## src/rtl/panel_seq_pkg.sv

```systemverilog
package panel_seq_pkg;

    typedef enum logic [3:0] {
        ST_OFF,
        ST_VDD_RAMP,
        ST_SIG_ON,
        ST_LAMP_WAIT,
        ST_LAMP_STRIKE,
        ST_RUN,
        ST_LAMP_OFF,
        ST_SIG_OFF,
        ST_OFF_HOLD
    } seq_state_e;

    typedef struct packed {
        logic vdd;
        logic sig;
        logic lamp;
        logic strike;
        logic run;
    } drive_t;

    function automatic drive_t drive_of(seq_state_e s);
        drive_t d;
        d = '0;
        case (s)
            ST_VDD_RAMP:    d.vdd = 1'b1;
            ST_SIG_ON,
            ST_LAMP_WAIT,
            ST_LAMP_OFF:    begin d.vdd = 1'b1; d.sig = 1'b1; end
            ST_LAMP_STRIKE: begin d.vdd = 1'b1; d.sig = 1'b1; d.lamp = 1'b1; d.strike = 1'b1; end
            ST_RUN:         begin d.vdd = 1'b1; d.sig = 1'b1; d.lamp = 1'b1; d.run = 1'b1; end
            ST_SIG_OFF:     d.vdd = 1'b1;
            default:        d = '0;
        endcase
        return d;
    endfunction

    function automatic int unsigned max2(int unsigned a, int unsigned b);
        return (a > b) ? a : b;
    endfunction

    function automatic int unsigned cnt_width(int unsigned max_val);
        return (max_val < 2) ? 1 : $clog2(max_val + 1);
    endfunction

endpackage

```

## src/rtl/panel_seq_tick.sv

```systemverilog
module panel_seq_tick #(
    parameter int unsigned CLK_PER_MS = 4
) (
    input  logic clk,
    input  logic rst,
    input  logic restart,
    output logic tick
);
    localparam int unsigned PW = (CLK_PER_MS > 1) ? $clog2(CLK_PER_MS) : 1;
    localparam logic [PW-1:0] LAST = PW'(CLK_PER_MS - 1);

    logic [PW-1:0] pre_q;

    assign tick = (pre_q == LAST);

    always_ff @(posedge clk) begin
        if (rst || restart) begin
            pre_q <= '0;
        end else if (tick) begin
            pre_q <= '0;
        end else begin
            pre_q <= pre_q + 1'b1;
        end
    end
endmodule

```

## src/rtl/panel_seq_delay.sv

```systemverilog
module panel_seq_delay #(
    parameter int unsigned CW   = 10,
    parameter int unsigned INIT = 150
) (
    input  logic          clk,
    input  logic          rst,
    input  logic          start,
    input  logic [CW-1:0] load,
    input  logic          tick,
    output logic          expire
);
    logic [CW-1:0] ms_q;

    assign expire = tick && (ms_q == CW'(1));

    always_ff @(posedge clk) begin
        if (rst) begin
            ms_q <= CW'(INIT);
        end else if (start) begin
            ms_q <= load;
        end else if (tick && (ms_q != '0)) begin
            ms_q <= ms_q - 1'b1;
        end
    end
endmodule

```

## src/rtl/panel_seq_ctrl.sv

```systemverilog
module panel_seq_ctrl
    import panel_seq_pkg::*;
#(
    parameter int unsigned CW               = 10,
    parameter int unsigned RAMP_MS          = 10,
    parameter int unsigned LAMP_ON_WAIT_MS  = 180,
    parameter int unsigned STRIKE_MS        = 1000,
    parameter int unsigned LAMP_OFF_WAIT_MS = 100,
    parameter int unsigned OFF_HOLD_MS      = 150
) (
    input  logic          clk,
    input  logic          rst,
    input  logic          pwr_req,
    input  logic          pwr_good,
    input  logic          expire,
    output logic          start,
    output logic [CW-1:0] load,
    output drive_t        drive,
    output logic          fault
);
    seq_state_e state_q, state_n;

    always_comb begin
        state_n = state_q;
        case (state_q)
            ST_OFF:         if (pwr_req) state_n = ST_VDD_RAMP;
            ST_VDD_RAMP: begin
                if (pwr_good)    state_n = ST_SIG_ON;
                else if (expire) state_n = ST_OFF_HOLD;
            end
            ST_SIG_ON:      state_n = pwr_req ? ST_LAMP_WAIT : ST_SIG_OFF;
            ST_LAMP_WAIT:   if (expire) state_n = pwr_req ? ST_LAMP_STRIKE : ST_SIG_OFF;
            ST_LAMP_STRIKE: if (expire) state_n = pwr_req ? ST_RUN : ST_LAMP_OFF;
            ST_RUN:         if (!pwr_req) state_n = ST_LAMP_OFF;
            ST_LAMP_OFF:    if (expire) state_n = ST_SIG_OFF;
            ST_SIG_OFF:     state_n = ST_OFF_HOLD;
            ST_OFF_HOLD:    if (expire) state_n = ST_OFF;
            default:        state_n = ST_OFF_HOLD;
        endcase
    end

    assign start = (state_n != state_q);

    always_comb begin
        case (state_n)
            ST_VDD_RAMP:    load = CW'(RAMP_MS);
            ST_LAMP_WAIT:   load = CW'(LAMP_ON_WAIT_MS);
            ST_LAMP_STRIKE: load = CW'(STRIKE_MS);
            ST_LAMP_OFF:    load = CW'(LAMP_OFF_WAIT_MS);
            ST_OFF_HOLD:    load = CW'(OFF_HOLD_MS);
            default:        load = '0;
        endcase
    end

    assign drive = drive_of(state_q);

    always_ff @(posedge clk) begin
        if (rst) begin
            state_q <= ST_OFF_HOLD;
            fault   <= 1'b0;
        end else begin
            state_q <= state_n;
            if (state_q == ST_VDD_RAMP && state_n == ST_OFF_HOLD) begin
                fault <= 1'b1;
            end else if (state_q != ST_VDD_RAMP && state_n == ST_VDD_RAMP) begin
                fault <= 1'b0;
            end
        end
    end
endmodule

```

## src/rtl/panel_seq_top.sv

```systemverilog
module panel_seq_top
    import panel_seq_pkg::*;
#(
    parameter int unsigned CLK_PER_MS       = 125000,
    parameter int unsigned RAMP_MS          = 10,
    parameter int unsigned LAMP_ON_WAIT_MS  = 180,
    parameter int unsigned STRIKE_MS        = 1000,
    parameter int unsigned LAMP_OFF_WAIT_MS = 100,
    parameter int unsigned OFF_HOLD_MS      = 150,
    parameter int unsigned LAMP_W           = 8,
    parameter int unsigned DIM_LIMIT        = 40
) (
    input  logic              clk,
    input  logic              rst,
    input  logic              pwr_req,
    input  logic              pwr_good,
    input  logic [LAMP_W-1:0] lamp_set,
    output logic              vdd_en,
    output logic              sig_oe,
    output logic              lamp_en,
    output logic              lamp_strike,
    output logic              dim_duty,
    output logic              running,
    output logic              fault
);
    localparam int unsigned MAX_MS = max2(max2(max2(RAMP_MS, LAMP_ON_WAIT_MS), max2(STRIKE_MS, LAMP_OFF_WAIT_MS)), OFF_HOLD_MS);
    localparam int unsigned CW     = cnt_width(MAX_MS);

    logic          start;
    logic          tick;
    logic          expire;
    logic [CW-1:0] load;
    drive_t        drive;

    panel_seq_tick #(.CLK_PER_MS(CLK_PER_MS)) tick_i (
        .clk     (clk),
        .rst     (rst),
        .restart (start),
        .tick    (tick)
    );

    panel_seq_delay #(.CW(CW), .INIT(OFF_HOLD_MS)) delay_i (
        .clk    (clk),
        .rst    (rst),
        .start  (start),
        .load   (load),
        .tick   (tick),
        .expire (expire)
    );

    panel_seq_ctrl #(
        .CW               (CW),
        .RAMP_MS          (RAMP_MS),
        .LAMP_ON_WAIT_MS  (LAMP_ON_WAIT_MS),
        .STRIKE_MS        (STRIKE_MS),
        .LAMP_OFF_WAIT_MS (LAMP_OFF_WAIT_MS),
        .OFF_HOLD_MS      (OFF_HOLD_MS)
    ) ctrl_i (
        .clk      (clk),
        .rst      (rst),
        .pwr_req  (pwr_req),
        .pwr_good (pwr_good),
        .expire   (expire),
        .start    (start),
        .load     (load),
        .drive    (drive),
        .fault    (fault)
    );

    assign vdd_en      = drive.vdd;
    assign sig_oe      = drive.sig;
    assign lamp_en     = drive.lamp;
    assign lamp_strike = drive.strike;
    assign running     = drive.run;

    always_ff @(posedge clk) begin
        if (rst) begin
            dim_duty <= 1'b0;
        end else begin
            dim_duty <= (lamp_set < LAMP_W'(DIM_LIMIT));
        end
    end
endmodule

```

## config.mk

```make
export PLATFORM = sky130hd
export DESIGN_NAME = panel_seq_top
export DESIGN_NICKNAME = d
export VERILOG_FILES = /design/src/rtl/panel_seq_pkg.sv /design/src/rtl/panel_seq_tick.sv /design/src/rtl/panel_seq_delay.sv /design/src/rtl/panel_seq_ctrl.sv /design/src/rtl/panel_seq_top.sv
export SDC_FILE = /design/constraint.sdc
export NUM_CORES = 1
export LEC_CHECK = 0
export CAP_MARGIN = 10
export CORE_MARGIN = 2
export CORE_UTILIZATION = 51
export DETAILED_ROUTE_END_ITERATION = 8
export PLACE_DENSITY = 0.77
export SETUP_SLACK_MARGIN = 0.2
export SKIP_CTS_REPAIR_TIMING = 1
export SYNTH_ARGS = -nofsm -noshare
export SYNTH_HDL_FRONTEND = slang
export SYNTH_SLANG_ARGS = --single-unit
```

## constraint.sdc

```tcl
create_clock -name clk -period 2.55 [get_ports clk]
set_clock_uncertainty 0.1 [all_clocks]
set_input_delay 0.6375 -clock clk [delete_from_list [all_inputs] [get_ports clk]]
set_output_delay 0.6375 -clock clk [all_outputs]
set_load 0.1 [all_outputs]
```

==> results_dict.tcl, run 1 <==
set metrics [dict create \
    antenna_found_initial 0 \
    drive_gt1_share_pct 37.5 \
    violations "setup timing" \
    p_comb_share_pct 7.6 \
    maxSlewViolCount 0 \
    fin_crit_sh_pct 102 \
    core_sq_um 3690 \
    setup_viol_count_final 18 \
    yosys-mux-area-fraction_pct 1.59 \
    cp.required_ps 2680 \
    cts_buffer_depth 2 \
    synth_edf_count 0 \
    die_x_microns 66.0 \
    crit_family "simple AND/OR/NAND/NOR gates" \
    yosys_register_bits 33 \
    fp-row-count 22 \
    power.net_switching_uw 242 \
    yosys-top-cells-area "dfxtp_1, nor2_1, xor2_1" \
    cts.sinks 33 \
    grt_pass1_vias 1856 \
    cts_tree "done" \
    syn2layout_area_growth_pct 47.1 \
    antennaDiodeCount 0 \
    htree_levels 2 \
    grt_setup_unrepaired "yes" \
    postLayoutCellArea_sq_um 2890 \
    clock-root-buffer "clkbuf_8" \
    async_flop_share_pct 0 \
    finalPower_mw 1.09 \
    p_int_uw 845 \
    die_y_microns 66.0 \
    yosys.cell_count.top_type "nor2_1" \
    path_buf_inv 1 \
    p_per_area_nw_per_um2 376 \
    max_slew_margin_pct 65.6 \
    place_area_sq_um 2530 \
    path_cells "or4bb_1 > nor4_4 > nand2_2 > a211o_1 > a31oi_4 > nand2b_4 > buf_8 > nor2_1" \
    wl_per_cell_microns 15.6 \
    grt_max_degree 18 \
    place_hpwl_microns 3610 \
    rrSetupSlack_ps -40 \
    hold_path_class "reg -> reg" \
    slowest_delay_ps 540 \
    grt-ovfl-total 0 \
    grt_first_pass_wirelength_microns 8070 \
    p_seq_share_pct 48.4 \
    p_leak_nw 1.10 \
    port_buffers 15 \
    grt_use_total_pct 23.8 \
    yosys.area.top_type "dfxtp_1" \
    p_clk_share_pct 44.0 \
    hold_viol 0 \
    wl_microns 5310 \
    synthesis.nets 252 \
    tightest_slew_ps 512 \
    switching_share_pct 22.2 \
    synth_top_family_by_area "simple AND/OR/NAND/NOR gates" \
    clkTransAtPathRegs_ps 70 \
    die_area_sq_um 4360 \
    netlist_top_cells_count "nor2_1, dfxtp_1, xor2_1" \
    boundaryPins 19 \
    synthesis.instances 236 \
    fmax_mhz 386 \
    ys_seq_area_share_pct 33.7 \
    outcome "complete, but fails checks" \
    synth_cell_types 58 \
    synth_compound_area_share_pct 15.1 \
    final.setup.tns_ps -245 \
    yosysWarnings 0 \
    cp_max_fo 8 \
    cap_viol_max_count 0 \
    ys.flop_type "dfxtp_1" \
    synthAdderAreaFrac_pct 2.55 \
    start_util_pct 53.2 \
    synth_area_per_cell_sq_um 8.32 \
    critPathSlowestCell "or4bb_1" \
    clock_latency_ps 290 \
    synth_area_sq_um 1960 \
    vias 1956 \
    vdd_ir_drop_max_mv 0.391 \
    cts_buffers 5 \
    drc 0 \
    drt-initial-drc-count 132 \
    critPathArrivalTime_ps 2720 \
    synth_top_area_share_pct 33.7 \
    final_util_pct 78.3 \
    finalNetCount 309 \
    critical_path_class "reg -> reg" \
    critical_path.endpoint_type "flop" \
    viasPerCell 5.74 \
    dpl_worst_slack_ps -539 \
    fin_crit_ps 2590 \
    layout_setup_ws_ps -40.0 \
    drtPass1Iterations 4 \
    ant_nets 0 \
    synthXorXnorAreaFrac_pct 9.82 \
    crit_path_start_kind "flop" \
    synth-simple-area-share_pct 33.0 \
    gp_congestion 0.841 \
]
state kept, by name (all words and copies together) (netlist names):
| name | cells |
|---|---|
| dim_duty | 1 |
| ctrl_i.fault | 1 |
| ctrl_i.state_q | 4 |
| delay_i.ms_q | 10 |
| tick_i.pre_q | 17 |
power groups by stage:
stage	combinational (mW)	sequential (mW)	clock [mW]
CTS	0.0635	0.526	0.480
finish	0.0826	0.526	0.478
global route	0.0876	0.526	0.495
global placement	0.0605	0.537	0
detailed placement	0.0632	0.537	0
floorplan	0.0289	0.541	0
area by class of cell:
| cell class | count | area [sq um] |
|---|---|---|
| tap | 48 | 60.1 |
| timing repair buffer | 61 | 586 |
| multi-input combinational | 183 | 1440 |
| sequential | 33 | 662 |
| clock inverter | 2 | 35.0 |
| inverter | 9 | 36.3 |
| clock buffer | 5 | 68.8 |
| fill | 237 | 801 |
kinds of logic (layout without fill, tap and decap cells):
family          Yosys count  in the layout
xor+xnor                 22             22
flops                    33             33
mux                       3              3
simple gates            114            114
buf+inv                  20             77
fa+ha+maj                 4              4
compound gates           40             40
per-layer routing:
| metal | global-route usage [%] | vias to the layer above | part of all wire (%) |
|---|---|---|---|
| met5 | 0 | - | 0 |
| met4 | 7.65 | 0 | 2.1 |
| met3 | 4.60 | 13 | 2.8 |
| met2 | 44.6 | 37 | 54 |
| met1 | 27.0 | 944 | 41 |
| li1 | - | 962 | - |
cells in the final DEF (no fill, tap or decap), types with 3 or more instances in the layout:
cell type	Yosys	layout
xnor2_1	9	9
and2_1	3	3
and3_1	3	3
nand2_1	10	9
a21oi_1	6	4
nand4_1	5	5
nand2b_1	5	4
buf_4	0	43
clkdlybuf4s50_1	0	6
nor3_1	8	4
a211oi_1	5	4
ha_1	4	4
nor2_4	0	13
dfxtp_1	33	32
nor4_1	5	5
nor2_1	36	18
clkbuf_8	0	5
o21ai_0	9	8
buf_12	0	5
inv_1	9	8
nand3_1	12	10
nor2_2	0	5
xor2_1	13	13
a21o_1	4	4
worst paths after layout:
path	depth (start not counted)	endpoint	from
worst max register to register	8	tick_i.pre_q[12]	tick_i.pre_q[3]
worst max-delay path	8	tick_i.pre_q[12]	tick_i.pre_q[3]
worst min register to register	1	tick_i.pre_q[0]	tick_i.pre_q[0]
worst min-delay path	1	tick_i.pre_q[0]	tick_i.pre_q[0]
metrics by stage:
stage | hold WS (ps) | instances
after floorplan | 312 | 236
after global placement | 326 | 329
after detailed placement | 334 | 329
after CTS | 348 | 336
after global routing | 367 | 341
final | 341 | 341
(Power assumes the default switching activity.)
==> run 2: changes to the inputs <==
--- a/config.mk
+++ b/config.mk
@@ -7,8 +7,9 @@
 export LEC_CHECK = 0
 export CAP_MARGIN = 10
 export CORE_MARGIN = 2
-export CORE_UTILIZATION = 51
+export CORE_UTILIZATION = 57
 export DETAILED_ROUTE_END_ITERATION = 8
+export DONT_BUFFER_PORTS = 1
 export PLACE_DENSITY = 0.77
 export SETUP_SLACK_MARGIN = 0.2
 export SKIP_CTS_REPAIR_TIMING = 1
==> run 2 against run 1 <==
Compared with the run above:
- the run now ends clean
- wire length decreased by 0.17%
- flip-flop and latch count unchanged
- critical path depth increased by 1
- setup slack better by 78 ps
- cell area decreased by 6.8%
- non-clock buffer count fell by 15
- critical path type unchanged
==> results_dict.tcl, run 2 (synthesis results as in run 1) <==
set metrics [dict create \
    outcome "finished clean" \
    hold_path_class "in -> reg" \
    cap_viol_max_count 0 \
    maxSlewViolCount 0 \
    finalPower_uw 874 \
    dp_cells 309 \
    dpl_worst_slack_ps -7.51 \
    final_util_pct 81.3 \
    final_common_cell "buf_4" \
    clock-root-buffer "clkbuf_4" \
    grt_pass1_vias 1700 \
    fp-row-count 21 \
    wl_microns 5300 \
    critical_path_class "reg -> reg" \
    grt_first_pass_wirelength_microns 7540 \
    p_per_area_nw_per_um2 325 \
    slowest_delay_ps 550 \
    critPathSlowestCell "or4b_4" \
    cts_buffers 5 \
    antennaDiodeCount 0 \
    finalNetCount 294 \
    clkTransAtPathRegs_ps 110 \
    crit_path_start_kind "flop" \
    fin_crit_sh_pct 98.5 \
    p_seq_share_pct 60.2 \
    clock_latency_ps 360 \
    core_sq_um 3310 \
    drc 0 \
    reg_top3 "tick_i.pre_q x17, delay_i.ms_q x10, ctrl_i.state_q x4" \
    fill_cells 201 \
    p_int_uw 652 \
    htree_levels 2 \
    max_slew_margin_pct 63.1 \
    boundaryPins 19 \
    antenna_found_initial 0 \
    critPathArrivalTime_ps 2700 \
    path_cells "or4b_4 > nor4_4 > buf_6 > nand2_4 > a211o_4 > a31oi_4 > nand2b_4 > clkbuf_16 > nor2_1" \
    grt_max_degree 18 \
    drive_gt1_share_pct 38.7 \
    grt_setup_unrepaired "yes" \
    die_x_microns 62.7 \
    gp_congestion 0.843 \
    place_area_sq_um 2320 \
    viasPerCell 6.05 \
    start_util_pct 59.3 \
    p_comb_share_pct 6.2 \
    tightest_slew_ps 548 \
    vias 1967 \
    register_area_sq_um 666 \
    postLayoutCellArea_sq_um 2690 \
    fmax_mhz 398 \
    drtPass1Iterations 4 \
    die_area_sq_um 3930 \
    layout_setup_ws_ps 38.1 \
    switching_share_pct 25.4 \
    largest_register_ffs 17 \
    hold_viol 0 \
    cp.required_ps 2740 \
    cts_buffer_depth 2 \
    grt-ovfl-total 0 \
    port_buffers 0 \
    p_clk_share_pct 33.6 \
    drt-initial-drc-count 262 \
    cts.sinks 33 \
    p_leak_nw 1.04 \
    syn2layout_area_growth_pct 37.0 \
    critical_path.endpoint_type "flop" \
    setup_viol_count_final 0 \
    die_y_microns 62.7 \
    regMostFlops "tick_i.pre_q" \
    layout.cells.non_filler 325 \
    grt_use_total_pct 23.7 \
    finalHoldWorstSlack_ps 234 \
    final_cell_mix "buf_4, dfxtp_1, nor2_1" \
    multiInputGateArea_sq_um 1440 \
    cp_max_fo 8 \
    cts_tree "done" \
    power.net_switching_uw 222 \
    place_hpwl_microns 3140 \
    final.setup.tns_ps 0 \
    ant_nets 0 \
    vdd_ir_drop_max_mv 0.374 \
    wl_per_cell_microns 16.3 \
    fin_crit_ps 2510 \
]
## run 2: cell types whose count changed in the layout (fill, tap and decap cells not counted), moves of 5 or more
cell             change
buf_4                -9
buf_6                +5
clkbuf_8             -5
clkbuf_4             +5
nor2_1               +7
nor2_4               -8
clkdlybuf4s50_1      -6
## run 2: power by group through the flow
stage,Clock (mW),Sequential (mW),Combinational (mW)
after floorplan,0,0.541,0.0289
after global routing,0.317,0.527,0.0598
after global placement,0,0.537,0.0385
after CTS,0.297,0.525,0.0390
final,0.294,0.526,0.0540
after detailed placement,0,0.537,0.0388
## run 2: worst max-delay path, delay by kind of cell, from the launching register on
family,cells,cell delay [ps]
AOI/OAI and AO/OA,2,510
buffers and inverters,2,340
DFF,1,340
and+or+nand+nor,5,1150
## run 2: layout make-up
| cell class | instances | area share (%) |
|---|---|---|
| flip-flops and latches | 33 | 24.7 |
| inverters | 9 | 1.40 |
| clock buffers | 5 | 1.40 |
| multi-input cells | 183 | 53.3 |
| well taps | 46 | 2.14 |
| repair buffers | 46 | 16.3 |
| clock inverters | 3 | 0.651 |
## run 2: final timing paths
kind,slack [ps],cells after the start,start,to
max,40,9,tick_i.pre_q[8],tick_i.pre_q[6]
min reg2reg,370,2,ctrl_i.fault,ctrl_i.fault
min,230,1,rst,ctrl_i.fault
max reg2reg,40,9,tick_i.pre_q[8],tick_i.pre_q[6]
## run 2: per-layer routing
| layer | vias up | wire length [microns] | track usage, % |
|---|---|---|---|
| li1 | 937 | - | - |
| met4 | 0 | 154 | 10.6 |
| met5 | - | 0 | 0 |
| met3 | 20 | 288 | 5.41 |
| met1 | 943 | 2320 | 31.9 |
| met2 | 67 | 2540 | 36.4 |
==> run 3: changes to the inputs <==
--- a/config.mk
+++ b/config.mk
@@ -8,6 +8,7 @@
 export CAP_MARGIN = 10
 export CORE_MARGIN = 2
 export CORE_UTILIZATION = 57
+export CTS_CLUSTER_DIAMETER = 150
 export DETAILED_ROUTE_END_ITERATION = 8
 export DONT_BUFFER_PORTS = 1
 export PLACE_DENSITY = 0.77
==> results of run 3 <==
Same layout as run 2: the final DEF is identical, and so are final timing and power.
